<file path="src/rtl/pcmfifo_irq_ctrl.sv">
module pcmfifo_irq_ctrl #(
  parameter int DEPTH  = 32,
  parameter int MARGIN = 4,
  parameter int CNT_W  = 6
) (
  input  logic             clk,
  input  logic             rst_n,
  input  logic [1:0]       reg_addr,
  input  logic             reg_wr,
  input  logic [31:0]      reg_wdata,
  output logic [31:0]      reg_rdata,
  input  logic [CNT_W-1:0] rx_count,
  input  logic [CNT_W-1:0] tx_count,
  input  logic             rx_starve,
  input  logic             rx_ovfl,
  input  logic             tx_starve,
  input  logic             tx_ovfl,
  input  logic             word_xfer,
  output logic             irq
);
  localparam logic [CNT_W-1:0] LO_TH   = CNT_W'(MARGIN);
  localparam logic [CNT_W-1:0] HI_TH   = CNT_W'(DEPTH - MARGIN);
  localparam logic [CNT_W-1:0] FULL_TH = CNT_W'(DEPTH);
  localparam int NSRC = 13;

  logic [NSRC-1:0] src, src_q, stat_q, clr_vec;
  logic [14:0]     en_q;
  logic rx_e, rx_ae, rx_f, rx_af, tx_e, tx_ae, tx_f, tx_af;

  assign rx_e  = rx_count == '0;
  assign rx_ae = rx_count <= LO_TH;
  assign rx_af = rx_count >= HI_TH;
  assign rx_f  = rx_count == FULL_TH;
  assign tx_e  = tx_count == '0;
  assign tx_ae = tx_count <= LO_TH;
  assign tx_af = tx_count >= HI_TH;
  assign tx_f  = tx_count == FULL_TH;

  assign src = {word_xfer,
                tx_e, tx_ae, tx_f, tx_af, tx_starve, tx_ovfl,
                rx_e, rx_ae, rx_f, rx_af, rx_starve, rx_ovfl};

  assign clr_vec = (reg_wr && reg_addr == 2'd2) ? reg_wdata[NSRC-1:0] : '0;

  always_ff @(posedge clk) begin
    if (!rst_n) begin
      src_q  <= '0;
      stat_q <= '0;
      en_q   <= '0;
    end else begin
      src_q  <= src;
      stat_q <= (stat_q & ~clr_vec) | (src & ~src_q);
      if (reg_wr && reg_addr == 2'd0)
        en_q <= {reg_wdata[14], 1'b0, reg_wdata[12:0]};
    end
  end

  assign irq = en_q[14] && |(stat_q & en_q[NSRC-1:0]);

  always_comb begin
    unique case (reg_addr)
      2'd0:    reg_rdata = {17'b0, en_q};
      2'd1:    reg_rdata = {18'b0, irq, stat_q};
      2'd2:    reg_rdata = '0;
      default: reg_rdata = {12'b0, 6'(tx_count), tx_e, tx_ae, tx_f, tx_af,
                            6'(rx_count), rx_e, rx_ae, rx_af, rx_f};
    endcase
  end
endmodule

</file>
<file path="config.mk">
export PLATFORM = sky130hd
export DESIGN_NAME = pcmfifo_irq_ctrl
export DESIGN_NICKNAME = d
export VERILOG_FILES = /design/src/rtl/pcmfifo_irq_ctrl.sv
export SDC_FILE = /design/constraint.sdc
export NUM_CORES = 1
export LEC_CHECK = 0
export BUFFER_PORTS_ARGS = -buffer_cell sky130_fd_sc_hd__buf_4
export CORE_MARGIN = 2
export CORE_UTILIZATION = 42
export CTS_CLUSTER_DIAMETER = 120
export DETAILED_ROUTE_END_ITERATION = 10
export PLACE_DENSITY = 0.76
export REMOVE_ABC_BUFFERS = 1
export SYNTH_ARGS = -nofsm -noshare
export SYNTH_HDL_FRONTEND = slang
export SYNTH_SLANG_ARGS = --single-unit
</file>
<file path="constraint.sdc">
create_clock -name clk -period 0.9 [get_ports clk]
set_input_delay 0.09 -clock clk [delete_from_list [all_inputs] [get_ports clk]]
set_output_delay 0.09 -clock clk [all_outputs]
set_load 0.01 [all_outputs]
</file>
==> results.sh <==
export IMPL_synth_yosys_seq_area_share_pct=42.4
export IMPL_drt_pre_antenna_iters=5
export IMPL_hpwl_um=4060
export IMPL_area_growth_pct=59.2
export IMPL_finalMaxSlewViolations=0
export IMPL_floorplan_die_height_um=71.0
export IMPL_routed_wire_length_per_instance_um=14.7
export IMPL_setup_worst_path_class="reg2out"
export IMPL_yosys_top_cells_area="sky130_fd_sc_hd__dfxtp_1, sky130_fd_sc_hd__nand2_1, sky130_fd_sc_hd__mux2i_1, sky130_fd_sc_hd__a21oi_1, sky130_fd_sc_hd__buf_4"
export IMPL_timing_critical_path_from_type="flop"
export IMPL_global_route_usage_total_pct=22.8
export IMPL_most_numerous_cell_in_the_yosys_netlist="sky130_fd_sc_hd__nand2_1"
export IMPL_endpoint_kind="output pin"
export IMPL_post_synth_fa_ha_maj_area_fraction_pct=0
export IMPL_grt_antenna_before_repair=0
export IMPL_leakagePower_uw=0.00137
export IMPL_critical_path_slowest_cell="sky130_fd_sc_hd__a222oi_1"
export IMPL_cell_count_after_synthesis=239
export IMPL_max_clock_path_buffers=2
export IMPL_hold_worst_slack_ns=-0.000262
export IMPL_placedInstanceArea_um2=2650
export IMPL_vdd_ir_drop_worst_uv=1150
export IMPL_violated_checks="negative hold slack, negative setup slack"
export IMPL_cp_slowest_stage_delay_ns=0.40
export IMPL_grt_overflow_total=0
export IMPL_number_of_gates_on_the_worst_path_with_buffers_counted=5
export IMPL_timing_critical_path_arrival_ns=1.59
export IMPL_final_min_clock_period_ns=1.68
export IMPL_finalWorstSetupSlack_ns=-0.779
export IMPL_postRouteAntennaNets=0
export IMPL_ys_flop_type="sky130_fd_sc_hd__dfxtp_1"
export IMPL_ys_ff_latch=40
export IMPL_synth_simple_area_share_pct=25.7
export IMPL_final_antenna_diode_count=0
export IMPL_setup_repair_after_global_routing_missed_its_margin="yes"
export IMPL_drc_errors=0
export IMPL_final_fill_count=340
export IMPL_synth_edff_count=0
export IMPL_initial_core_util_pct=43.3
export IMPL_vias_per_cell=5.16
export IMPL_timing_setup_tns_ns=-6.07
export IMPL_vias=2071
export IMPL_power_per_cell_area_nw_per_um2=1390
export IMPL_place_port_buffers=56
export IMPL_clkLatencyLatePin_ns=0.30
export IMPL_synth_compound_area_share_pct=16.8
export IMPL_synth_largest_type_area_fraction_pct=42.4
export IMPL_core_area_um2=4350
export IMPL_peak_fanout_along_the_critical_path=2
export IMPL_wl_um=5880
export IMPL_status="complete, but fails checks"
export IMPL_dr_first_iter_drc_count=157
export IMPL_critical_path_required_ns=0.81
export IMPL_synth_avg_cell_area_um2=7.89
export IMPL_achievable_frequency_mhz=596
export IMPL_die_area_um2=5040
export IMPL_number_of_top_level_design_ports=87
export IMPL_clock_sinks=40
export IMPL_holdCritPathClass="in2reg"
export IMPL_drive_gt1_share_pct=43.8
export IMPL_holdPathStages=2
export IMPL_final_number_of_setup_violating_endpoints=17
export IMPL_hold_viol=1
export IMPL_fin_area_um2=3000
export IMPL_final_net_count=402
export IMPL_mux_contribution_to_synthesized_area_pct=6.90
export IMPL_cts_made_buffers=5
export IMPL_postSynth_asyncResetShare_pct=0
export IMPL_netlist_cell_type_count=24
export IMPL_via_count_of_the_first_global_routing_pass=2001
export IMPL_cts_max_level=2
export IMPL_final_min_period_over_clock_period_pct=187
export IMPL_max_cap_viol_count=0
export IMPL_worst_path_dominant_cell_family="compound AO/OA/AOI/OAI gates"
export IMPL_standard_cell_rows=24
export IMPL_dominant_combinational_cell_family_by_area_after_synthesis="simple AND/OR/NAND/NOR gates"
export IMPL_cts_root_buf="sky130_fd_sc_hd__clkbuf_8"
export IMPL_combined_area_of_the_multi_input_logic_cells_um2=1020
export IMPL_gp_congestion=0.879
export IMPL_first_pass_grt_wire_length_um=9140
export IMPL_tot_pwr_uw=4180
export IMPL_ys_warnings_count=0
export IMPL_seq_area_um2=833
export IMPL_clkSlewWorstSetupHoldPaths_ns=0.07
export IMPL_reg2reg_depth=4
export IMPL_synth_xor_area_share_pct=0
export IMPL_netlist_top_cells_count="sky130_fd_sc_hd__nand2_1, sky130_fd_sc_hd__dfxtp_1, sky130_fd_sc_hd__a21oi_1, sky130_fd_sc_hd__nor2_1, sky130_fd_sc_hd__buf_4"
export IMPL_yosys_area_top_type="sky130_fd_sc_hd__dfxtp_1"
export IMPL_fp_dieW_um=71.0
export IMPL_clock_skew_ns=0.00170
export IMPL_tritoncts="done"
export IMPL_grt_max_degree=30
export IMPL_post_route_util_pct=69.0
export IMPL_path_cells="a222oi_1 -> nand3_1 -> nor2_2 -> o22ai_1 -> buf_4"
export IMPL_synth_cell_area_um2=1890
export IMPL_worst_path_buf_inv=1
-- kinds of logic (layout without fill, tap and decap cells) --
| group | Yosys count | in the layout |
|---|---|---|
| multiplexers | 13 | 13 |
| other | 1 | 12 |
| AO/OA/AOI/OAI | 52 | 52 |
| flip-flops | 40 | 40 |
| AND/OR/NAND/NOR | 108 | 108 |
| buffers and inverters | 25 | 124 |
-- layout make-up --
class / instances / area share [%]
Clock inverter: 3 / 1.42
Inverter: 1 / 0.125
Sequential cell: 40 / 27.7
Clock buffer: 5 / 2.29
Timing Repair Buffer: 115 / 32.3
Tap cell: 52 / 2.17
Multi-Input combinational cell: 185 / 33.9
-- per-layer routing --
| metal | up-vias | routed length (um) | track usage, % |
|---|---|---|---|
| met1 | 948 | 2430 | 28.6 |
| met2 | 98 | 2870 | 39.0 |
| met5 | - | 0 | 0 |
| met3 | 16 | 467 | 4.70 |
| li1 | 1009 | - | - |
| met4 | 0 | 125 | 7.76 |
-- stage by stage --
step,setup WS [ns],std cells
after detailed placement,-0.446,384
after floorplan,-0.140,226
final,-0.779,401
after CTS,-0.741,399
after global placement,-0.393,384
after global routing,-0.836,401
-- final timing paths --
check | slack, ns | start | endpoint
hold reg to reg | 0.49 | en_q[9] | en_q[9]
hold / removal | -0.0003 | rx_ovfl | src_q[0]
setup reg to reg | -0.01 | stat_q[9] | stat_q[9]
setup / recovery | -0.78 | stat_q[9] | reg_rdata[13]
-- state kept, by name (all words and copies together), names as in the netlist --
name and count:
en_q 14, src_q 13, stat_q 13
-- placed cells by master, fill, tap and decap left out, drive strengths merged, types with 2 or more instances in the layout --
cell type and n:
buf 113, nand2 53, dfxtp 40, a21oi 21, nor2 21, and2 13, mux2i 13, conb 12
o22ai 8, o21ai 8, nor2b 6, o2bb2ai 6, and3 5, a22oi 5, clkbuf 5, nor3 4
nand3 4, a31oi 2, dlygate4sd3 2
-- repair_timing --
item	in CTS	in global routing
pin swaps	18	15
gates resized for setup	48	18
hold endpoints to repair	2	0
gates cloned	0	0
hold buffers	2	0
buffers inserted	6	4
endpoints found under the setup margin	16	18
-- power by group --
group / leakage, uW / internal (uW) / switching [uW]
sequential: 0.000338 / 1850 / 44.0
clock: 0.0000541 / 820 / 636
combinational: 0.000974 / 457 / 375
No activity file was read; power rests on OpenSTA's default activity.
